## src/rtl/suh_pkg.sv

```systemverilog
package suh_pkg;
  localparam int FRAME_BITS = 16;
  localparam int RXA_BIT    = 15;  // reply: received character present
  localparam int TXR_BIT    = 14;  // reply: transmitter can take a character

  typedef enum logic [1:0] {
    CMD_RDATA = 2'b00,
    CMD_RCFG  = 2'b01,
    CMD_WDATA = 2'b10,
    CMD_WCFG  = 2'b11
  } cmd_e;

  typedef enum logic [2:0] {
    S_INIT_WR, S_INIT_RD, S_GAP, S_IDLE,
    S_TX_POLL, S_TX_WRITE, S_RX_READ, S_RX_NEXT
  } state_e;

  localparam logic [7:0] CH_LF = 8'h0A;
  localparam logic [7:0] CH_CR = 8'h0D;
endpackage

```

## src/rtl/suh_baud_map.sv

```systemverilog
module suh_baud_map (
  input  logic [3:0] sel,
  output logic [3:0] code
);
  always_comb begin
    if (sel <= 4'd2)      code = sel;
    else if (sel <= 4'd9) code = sel + 4'd6;
    else                  code = 4'd1;
  end
endmodule

```

## src/rtl/suh_frame_shifter.sv

```systemverilog
module suh_frame_shifter #(
  parameter int HALF_DIV = 50
) (
  input  logic        clk,
  input  logic        rst,
  input  logic        start,
  input  logic [15:0] word_out,
  output logic [15:0] word_in,
  output logic        done,
  output logic        cs_n,
  output logic        sclk,
  output logic        mosi,
  input  logic        miso
);
  import suh_pkg::*;
  localparam int DW = (HALF_DIV > 1) ? $clog2(HALF_DIV) : 1;
  localparam logic [DW-1:0] DIV_LAST = DW'(HALF_DIV - 1);
  localparam logic [3:0]    BIT_LAST = 4'(FRAME_BITS - 1);

  logic          busy;
  logic [DW-1:0] div;
  logic [3:0]    bitn;
  logic [15:0]   sh_out;

  always_ff @(posedge clk) begin
    if (rst) begin
      busy <= 1'b0; cs_n <= 1'b1; sclk <= 1'b0; mosi <= 1'b0; done <= 1'b0;
      div <= '0; bitn <= '0; sh_out <= '0; word_in <= '0;
    end else begin
      done <= 1'b0;
      if (!busy) begin
        if (start) begin
          busy <= 1'b1; cs_n <= 1'b0; sh_out <= word_out; mosi <= word_out[15];
          div <= '0; bitn <= '0;
        end
      end else if (div != DIV_LAST) begin
        div <= div + 1'b1;
      end else begin
        div <= '0;
        if (!sclk) begin
          sclk    <= 1'b1;
          word_in <= {word_in[14:0], miso};
        end else begin
          sclk <= 1'b0;
          if (bitn == BIT_LAST) begin
            busy <= 1'b0; cs_n <= 1'b1; done <= 1'b1; mosi <= 1'b0;
          end else begin
            bitn   <= bitn + 1'b1;
            sh_out <= {sh_out[14:0], 1'b0};
            mosi   <= sh_out[14];
          end
        end
      end
    end
  end
endmodule

```

## src/rtl/suh_rx_fifo.sv

```systemverilog
module suh_rx_fifo #(
  parameter int WIDTH = 8,
  parameter int DEPTH = 16
) (
  input  logic             clk,
  input  logic             rst,
  input  logic             clr,
  input  logic             push,
  input  logic [WIDTH-1:0] din,
  input  logic             pop,
  output logic [WIDTH-1:0] head,
  output logic             empty,
  output logic             full
);
  localparam int AW = $clog2(DEPTH);
  localparam logic [AW:0] FULL_CNT = (AW+1)'(DEPTH);

  logic [WIDTH-1:0] mem [DEPTH];
  logic [AW-1:0]    wr_ptr, rd_ptr;
  logic [AW:0]      count;
  logic             do_push, do_pop;

  assign empty   = (count == '0);
  assign full    = (count == FULL_CNT);
  assign do_push = push && !full;
  assign do_pop  = pop && !empty;
  assign head    = mem[rd_ptr];

  always_ff @(posedge clk) begin
    if (do_push) mem[wr_ptr] <= din;
  end

  always_ff @(posedge clk) begin
    if (rst || clr) begin
      wr_ptr <= '0; rd_ptr <= '0; count <= '0;
    end else begin
      if (do_push) wr_ptr <= wr_ptr + 1'b1;
      if (do_pop)  rd_ptr <= rd_ptr + 1'b1;
      case ({do_push, do_pop})
        2'b10:   count <= count + 1'b1;
        2'b01:   count <= count - 1'b1;
        default: count <= count;
      endcase
    end
  end
endmodule

```

## src/rtl/spi_uart_host.sv

```systemverilog
module spi_uart_host #(
  parameter int DEPTH      = 16,
  parameter int HALF_DIV   = 50,
  parameter int GAP_CYCLES = 10000,
  parameter int MAX_TRIES  = 100
) (
  input  logic       clk,
  input  logic       rst,
  input  logic [3:0] baud_sel,
  input  logic [7:0] tx_data,
  input  logic       tx_valid,
  output logic       tx_ready,
  output logic [7:0] rx_data,
  output logic       rx_valid,
  input  logic       rx_ready,
  output logic       init_done,
  output logic       init_fail,
  output logic       spi_cs_n,
  output logic       spi_sclk,
  output logic       spi_mosi,
  input  logic       spi_miso
);
  import suh_pkg::*;
  localparam int GW = $clog2(GAP_CYCLES + 1);
  localparam int TW = $clog2(MAX_TRIES + 1);
  localparam logic [GW-1:0] GAP_LAST = GW'(GAP_CYCLES - 1);
  localparam logic [TW-1:0] TRY_LAST = TW'(MAX_TRIES - 1);

  state_e        state;
  logic          launched, f_start, f_done;
  logic [15:0]   f_word, f_reply, issue_word;
  logic [13:0]   cfg_word;
  logic [3:0]    baud_code;
  logic [GW-1:0] gap_cnt;
  logic [TW-1:0] tries;
  logic [7:0]    cur_char;
  logic          cr_done, rx_clr, rx_empty, rx_full, rx_push, rx_pop;
  logic          frame_state;

  suh_baud_map u_baud (.sel(baud_sel), .code(baud_code));

  suh_frame_shifter #(.HALF_DIV(HALF_DIV)) u_shift (
    .clk(clk), .rst(rst), .start(f_start), .word_out(f_word), .word_in(f_reply),
    .done(f_done), .cs_n(spi_cs_n), .sclk(spi_sclk), .mosi(spi_mosi), .miso(spi_miso));

  assign rx_push = f_done && f_reply[RXA_BIT] &&
                   ((state == S_TX_WRITE) || (state == S_RX_READ));
  assign rx_pop  = rx_valid && rx_ready;
  assign rx_valid = !rx_empty;

  suh_rx_fifo #(.WIDTH(8), .DEPTH(DEPTH)) u_fifo (
    .clk(clk), .rst(rst), .clr(rx_clr), .push(rx_push), .din(f_reply[7:0]),
    .pop(rx_pop), .head(rx_data), .empty(rx_empty), .full(rx_full));

  always_comb begin
    frame_state = 1'b1;
    case (state)
      S_INIT_WR:  issue_word = {CMD_WCFG, 10'b0, baud_code};
      S_INIT_RD:  issue_word = {CMD_RCFG, 14'b0};
      S_TX_POLL:  issue_word = {CMD_RCFG, 14'b0};
      S_TX_WRITE: issue_word = {CMD_WDATA, 6'b0, cur_char};
      S_RX_READ:  issue_word = {CMD_RDATA, 14'b0};
      default: begin issue_word = '0; frame_state = 1'b0; end
    endcase
  end

  always_ff @(posedge clk) begin
    if (rst) begin
      state <= S_INIT_WR; launched <= 1'b0; f_start <= 1'b0; f_word <= '0;
      cfg_word <= '0; gap_cnt <= '0; tries <= '0; cur_char <= '0; cr_done <= 1'b0;
      init_done <= 1'b0; init_fail <= 1'b0; tx_ready <= 1'b0; rx_clr <= 1'b0;
    end else begin
      f_start  <= 1'b0;
      tx_ready <= 1'b0;
      rx_clr   <= 1'b0;
      if (frame_state && !launched) begin
        f_start <= 1'b1; f_word <= issue_word; launched <= 1'b1;
        if (state == S_INIT_WR) cfg_word <= issue_word[13:0];
      end
      if (f_done) launched <= 1'b0;
      case (state)
        S_INIT_WR: if (f_done) state <= S_INIT_RD;
        S_INIT_RD: if (f_done) begin
          if (f_reply[13:0] == cfg_word) begin
            init_done <= 1'b1; rx_clr <= 1'b1; state <= S_IDLE;
          end else if (tries == TRY_LAST) begin
            init_done <= 1'b1; init_fail <= 1'b1; rx_clr <= 1'b1; state <= S_IDLE;
          end else begin
            tries <= tries + 1'b1; gap_cnt <= '0; state <= S_GAP;
          end
        end
        S_GAP: begin
          if (gap_cnt == GAP_LAST) state <= S_INIT_WR;
          else gap_cnt <= gap_cnt + 1'b1;
        end
        S_IDLE: begin
          if (tx_valid && !tx_ready) begin
            cur_char <= (tx_data == CH_LF && !cr_done) ? CH_CR : tx_data;
            state    <= S_TX_POLL;
          end else if (rx_ready && rx_empty) begin
            state <= S_RX_READ;
          end
        end
        S_TX_POLL: if (f_done && f_reply[TXR_BIT]) state <= S_TX_WRITE;
        S_TX_WRITE: if (f_done) begin
          if (tx_data == CH_LF && !cr_done) cr_done <= 1'b1;
          else begin cr_done <= 1'b0; tx_ready <= 1'b1; end
          state <= S_IDLE;
        end
        S_RX_READ: if (f_done) state <= f_reply[RXA_BIT] ? S_RX_NEXT : S_IDLE;
        S_RX_NEXT: state <= rx_full ? S_IDLE : S_RX_READ;
        default: state <= S_IDLE;
      endcase
    end
  end
endmodule

```

## config.mk

```make
export PLATFORM = sky130hd
export DESIGN_NAME = spi_uart_host
export DESIGN_NICKNAME = d
export VERILOG_FILES = /design/src/rtl/suh_pkg.sv /design/src/rtl/suh_baud_map.sv /design/src/rtl/suh_frame_shifter.sv /design/src/rtl/suh_rx_fifo.sv /design/src/rtl/spi_uart_host.sv
export SDC_FILE = /design/constraint.sdc
export NUM_CORES = 1
export LEC_CHECK = 0
export BUFFER_PORTS_ARGS = -buffer_cell sky130_fd_sc_hd__clkbuf_2
export CAP_MARGIN = 20
export CORE_ASPECT_RATIO = 1.25
export CORE_MARGIN = 5
export CORE_UTILIZATION = 65
export DETAILED_ROUTE_END_ITERATION = 16
export PLACE_DENSITY = 0.95
export SLEW_MARGIN = 15
export SYNTH_ARGS = -nofsm -noshare
export SYNTH_HDL_FRONTEND = slang
export SYNTH_SLANG_ARGS = --single-unit
```

## constraint.sdc

```tcl
create_clock -name clk -period 8.9 [get_ports clk]
set_input_delay 0.89 -clock clk [delete_from_list [all_inputs] [get_ports clk]]
set_output_delay 0.89 -clock clk [all_outputs]
set_load 0.03 [all_outputs]
```

**After elaboration in Yosys (flattened, before gate mapping)**

Memories as Yosys holds them, arrays and structs flattened. A register that Yosys moved wholly into a read port is not among the register bits.
Index checks and enable logic that the tools add are counted.

- Bits of input ports: 17
- Bits in writable memories: 128
- Bits in registers: 128
- Output and inout bits: 15
- Memories: 1
- Logic and storage cells: 182

- $lt $le $gt $ge: 2
- Eq/ne operators: 30
- $add $sub $neg: 9
- Reductions and logical operators: 42
- Bitwise logic cells: 8
- Mux-type cells: 65

Memory list:

| memory | words | width | rd ports | clocked after memory_dff | write ports | line | text |
|---|---|---|---|---|---|---|---|
| u_fifo.mem | 16 | 8 | 1 | 1 | 1 | suh_rx_fifo.sv:18 | `logic [WIDTH-1:0] mem [DEPTH];` |

Operators with widths:

| operator | number |
|---|---|
| two-way mux 15 bit | 5 |
| two-way mux 14 bit | 4 |
| case mux 16 bit (3 select lines) | 1 |
| two-way mux 4 bit | 9 |
| two-way mux 3 bit | 10 |
| two-way mux 1 bit | 29 |
| case mux 14 bit (2 select lines) | 1 |
| case mux 3 bit (8 select lines) | 1 |
| two-way mux 6 bit | 3 |
| inequality test 2 bit, second input constant | 8 |
| AND reduction 4 bit | 4 |
| adder 14 x 1 -> 14 bit, second input constant | 1 |
| == test 14 bit | 1 |
| == test 14 bit, second input constant | 1 |
| adder 4 x 1 -> 4 bit, second input constant | 3 |
| == test 3 bit, second input constant | 4 |
| logical AND 1 bit | 10 |
| inequality test 2 x 1 -> 1 bit, second input constant | 5 |
| case mux 5 bit (2 select lines) | 1 |
| AND reduction 3 bit | 3 |
| == test 8 x 4 -> 1 bit, second input constant | 1 |
| two-way mux 8 bit | 1 |
| inverter 1 bit | 8 |
| AND reduction 2 bit | 4 |
| other kinds (27) | 38 |

**Depth between registers and ports, before layout**

- Word-level depth: 6
- Mapped depth: 13
- Gate-level depth less buffers: 11

**Hierarchy**

Synthesis repeated with hierarchy kept, for this count alone.

- Cell total of the unflattened synthesis: 875
- Area total of the unflattened synthesis: 10757.8 um^2

By module, submodules not included:

| module | cells each | seq. area each (um^2) | area each (um^2) | instances |
|---|---|---|---|---|
| suh_rx_fifo | 301 | 4184.0 | 5921.9 | 1 |
| spi_uart_host | 332 | 1141.1 | 2710.1 | 1 |
| suh_frame_shifter | 229 | 920.9 | 2029.4 | 1 |
| suh_baud_map | 13 | 0.0 | 96.3 | 1 |

**Least setup slack after synthesis**

OpenSTA, ideal clock, no wires.

- Path type: register to register
- Start point: reg u_fifo.count[1]
- End point: reg u_fifo.count[4]
- Buffers on the path: 2
- Library setup time: 128 ps
- Data required time: 8772 ps
- Stages on the path, launching flop included: 14
- Arrival time: 2857 ps
- Path slack: 5916 ps
- Cells stage by stage: dfxtp_1 -> clkbuf_1 -> nor4_1 -> a2111oi_2 -> inv_1 -> ha_1 -> clkbuf_1 -> xor2_1 -> ha_1 -> o211a_1 -> o31ai_1 -> a31oi_1 -> xnor2_1 -> nor2_1

- Longest elaborated chain between the ends: 6
- Elaborated cells on any way between the ends: 13
- Those cells by class: add/sub (2); eq/ne (3); mux (1); reduce/logical (7)

Ends and longest elaborated chain:

| what | line | text |
|---|---|---|
| start: declaration | suh_rx_fifo.sv:20 | `logic [AW:0] count;` |
| start signal: assignment | suh_rx_fifo.sv:40 | `2'b10: count <= count + 1'b1;` |
| start signal: assignment | suh_rx_fifo.sv:41 | `2'b01: count <= count - 1'b1;` |
| start signal: assignment | suh_rx_fifo.sv:42 | `default: count <= count;` |
| zero test 5 bit | suh_rx_fifo.sv:23 | `assign empty = (count == '0);` |
| zero test 1 bit | suh_rx_fifo.sv:26, spi_uart_host.sv:49 |  |
| logical AND 1 bit | spi_uart_host.sv:48 | `assign rx_pop = rx_valid && rx_ready;` |
| logical AND 1 bit | suh_rx_fifo.sv:26 | `assign do_pop = pop && !empty;` |
| == test 2 x 1 -> 1 bit / == test 2 bit (equally long branches) | suh_rx_fifo.sv:39 | `case ({do_push, do_pop})` |
| case mux 5 bit (2 select lines) / nonzero test 2 bit (equally long branches) | - |  |

Several ways; a longest one is shown, not always the timed one.
A chain may end at the register's enable or synchronous reset.

==> key figures <==
Floorplanning
  – Ports: 32
  – Die Y: 151.5 um
  – Initial Util: 0.6659
  – Core Footprint: 0.01563 mm2
  – FP Rows: 51
  – Die Area: 0.01866 mm2
  – Die width: between 100 and 150 um

Routing
  – Post-route ant nets: 0
  – DR WL/cell: 20.49 um
  – Via count: 6743
  – Vias/cell: between 6 and 7
  – Initial DRC count: 588
  – Drt total wl: between 20 and 25 mm
  – First drt pass iteration count: 4
  – DRC Markers: 0

Timing
  – Unrepaired setup endpoints after global routing: no
  – Final critical-path required period: 3.558 ns
  – Relative slew slack: 0.2931
  – Slew Limit Fails: 0
  – Final hold violation count: 0
  – Worst Skew: approximately 0.0066 ns
  – Slew @ Worst Pin: 1.056 ns
  – Hold WS: 0.4560 ns
  – Max Fclk: 281.1 MHz
  – Setup tns final: 0 ns
  – Crit share post-route: 0.3998
  – Final Setup Violations: 0

Power and ir drop
  – Logic pwr share: 0.025
  – Internal power: 1.800 mW
  – Pwr Density: slightly below 200 mW/mm2
  – Sequential share of power: 0.535
  – Sw Ratio: 0.2020
  – Clock power share: 0.440
  – LEAKAGE: 4.023 nW
  – NetSw: between 0.4 and 0.5 mW
  – Maximum vdd drop: around 0.16 mV

Synthesis
  – Top FF cell, synth: edfxtp_1
  – #FFs+latches synth: 248
  – Synthesized area: 0.01041 mm2
  – Top cells by count, synth: 128 x edfxtp_1, 120 x dfxtp_1, 87 x nor2_1, 69 x nand2_1, 42 x a21oi_1
  – Asr flop ratio synth: 0
  – Cells after Synth: around 840
  – Top cell type's share of synthesized area: 0.3692
  – Area contributors post-synth: edfxtp_1 37%, dfxtp_1 23%, mux4_2 8.7%
  – Ys Warns: 0
  – Synth Net Count: between 800 and 900
  – Mean area per synthesized cell: 12.42 um2
  – Seq/Total Area, Yosys: 0.6000
  – EDFF count, synth: 128
  – Synth area leader: edfxtp_1
  – Synth cell types: 71
  – Count leader, synth: edfxtp_1

Status
  – Status: finished clean

Critical path
  – CP required: 8.01 ns
  – Setup Crit Path Kind: reg -> out
  – WP buf/inv: 2
  – Worst Path Max Fanout: 32
  – Worst EP arrival: approximately 2.7 ns
  – Startpoint types: flip-flop
  – Critical Path Sink Type: output pin
  – CP max stage delay: 0.60 ns
  – CP cell instances: buf_4 > mux4_2 > mux4_2 > clkbuf_2
  – Kind of cell adding the most delay to the critical path: multiplexers
  – CP max-delay cell: mux4_2
  – Most used cell, CP: mux4_2

Clock network
  – CTS clk-pin slew, worst paths: 0.06 ns
  – H-tree depth: 1
  – Setup bufs post-CTS: 0
  – Hold Buf Count CTS: 0
  – CTS Root Cell: clkbuf_16
  – Clock latency on the worst-skew pair: roughly 0.50 ns
  – Maximum clock path buffer count: 3
  – Total CTS buffers: 23
  – CTS resizes: 0
  – CTS tree: yes
  – Num Clock Sinks: 248

Finish
  – Nets: 879
  – Area Overhead vs Synth: 9.651%
  – Final non-filler cell total: approximately 1100
  – N_diodes: 0
  – Layout cell share with drive strength beyond 1: 0.1587

Global routing
  – GRT overflow: 0
  – Initial antenna violation count: 0
  – Largest net degree at the start of global routing: 89
  – Vias in the first global route: 6785
  – First-pass GRT wire length: 35.85 mm
  – Tot GR Track Use: 0.2486

Place
  – GPL Wtd Cong: 0.8017
  – Cell total after placement: 1034
  – Port bufs: 31
  – HPWL Detailed: 14.25 mm

Flow run
  – # Max-Cap Violations: 0

Hold path
  – Hold Crit Class: reg -> reg
==> final timing paths <==
kind,start,end,slack [ns],cells after the start
setup reg to reg,state[0]$_SDFFE_PP0P_,u_fifo.count[2]$_SDFFE_PP0P_,5.35,10
hold reg to reg,f_word[4]$_SDFFE_PP0P_,f_word[4]$_SDFFE_PP0P_,0.46,2
setup / recovery,flip-flop,rx_data[6],5.34,4
hold / removal,f_word[4]$_SDFFE_PP0P_,f_word[4]$_SDFFE_PP0P_,0.46,2
==> cells in the final DEF (no fill, tap or decap), types with 5 or more instances in the layout <==
| master | instances |
|---|---|
| mux2i_1 | 29 |
| nand2_1 | 69 |
| a211oi_1 | 10 |
| a21oi_1 | 42 |
| and3_1 | 5 |
| a31oi_1 | 9 |
| nor2b_1 | 7 |
| clkbuf_16 | 23 |
| or2_2 | 6 |
| nor3_1 | 20 |
| xnor2_1 | 6 |
| ha_1 | 15 |
| edfxtp_1 | 128 |
| clkbuf_2 | 31 |
| or4_1 | 5 |
| nor2_1 | 87 |
| o31ai_1 | 10 |
| nand2b_1 | 8 |
| o21ai_0 | 24 |
| nand3_1 | 34 |
| mux4_2 | 40 |
| clkbuf_8 | 6 |
| a21o_1 | 6 |
| dfxtp_1 | 118 |
| xor2_1 | 15 |
| nor4_1 | 6 |
| inv_1 | 11 |
| nand4_1 | 9 |
==> tightest hold or removal path, cell delays in order, from the launching register on <==
cell     delay, ns
dfxtp_1       0.31
nand2_1       0.05
a21oi_1       0.05
==> stage by stage <==
step                        util  instance area (um2)  setup slack [ns]  power (mW)
after global placement    0.6812                10650             5.670       1.286
after detailed placement  0.6812                10650             5.507       1.288
after floorplan                -                10410             5.916       1.273
after global routing      0.7301                11410             5.053       2.331
final                     0.7301                11410             5.342       2.256
after CTS                 0.7301                11410             5.288       2.269
==> cell families (layout without fill, tap and decap cells) <==
group                      after synthesis  in the layout  synth area share
AOI/OAI and AO/OA                      133            133           0.08510
xor gates and xnor gates                21             21           0.01767
adders and majority gates               15             15           0.01803
buffers and inverters                   60             85           0.02500
DFF                                    248            248            0.6000
muxes                                   73             73            0.1187
and+or+nand+nor                        288            288            0.1355
==> per-layer routing <==
layer	up-vias	GRT usage	wire, um
met5	-	0	0
met4	0	0.07535	499
met3	37	0.03082	1048
met2	229	0.4664	12210
met1	3322	0.2965	8272
li1	3155	-	-
==> power groups by stage <==
stage	sequential (mW)	clock, mW	combinational, mW
after floorplan	1.23	0	0.0446
after global placement	1.23	0	0.0537
after detailed placement	1.23	0	0.0557
after CTS	1.21	1.01	0.0561
after global routing	1.21	1.06	0.0631
final	1.21	0.992	0.0568
==> cell type report <==
class                   count  area, um2
flip-flops and latches    248       6248
fillers                   965       4219
multi-input cells         530       3924
clock buffers              33      673.1
well taps                 212      265.3
repair buffers             33      170.2
clock inverters             8      92.59
inverters                  11      41.29
==> sequential cells by signal, summed over array words and instances, names as in the netlist, 3 cells and up, named ones only <==
name             cells
u_fifo.mem         128
cfg_word             8
u_fifo.count         5
u_fifo.wr_ptr        4
u_shift.div          6
f_word              10
state                3
u_shift.word_in     16
u_shift.bitn         4
u_fifo.rd_ptr        4
gap_cnt             14
u_shift.sh_out      15
tries                7
cur_char             8
No activity file was read; power rests on OpenSTA's default activity.
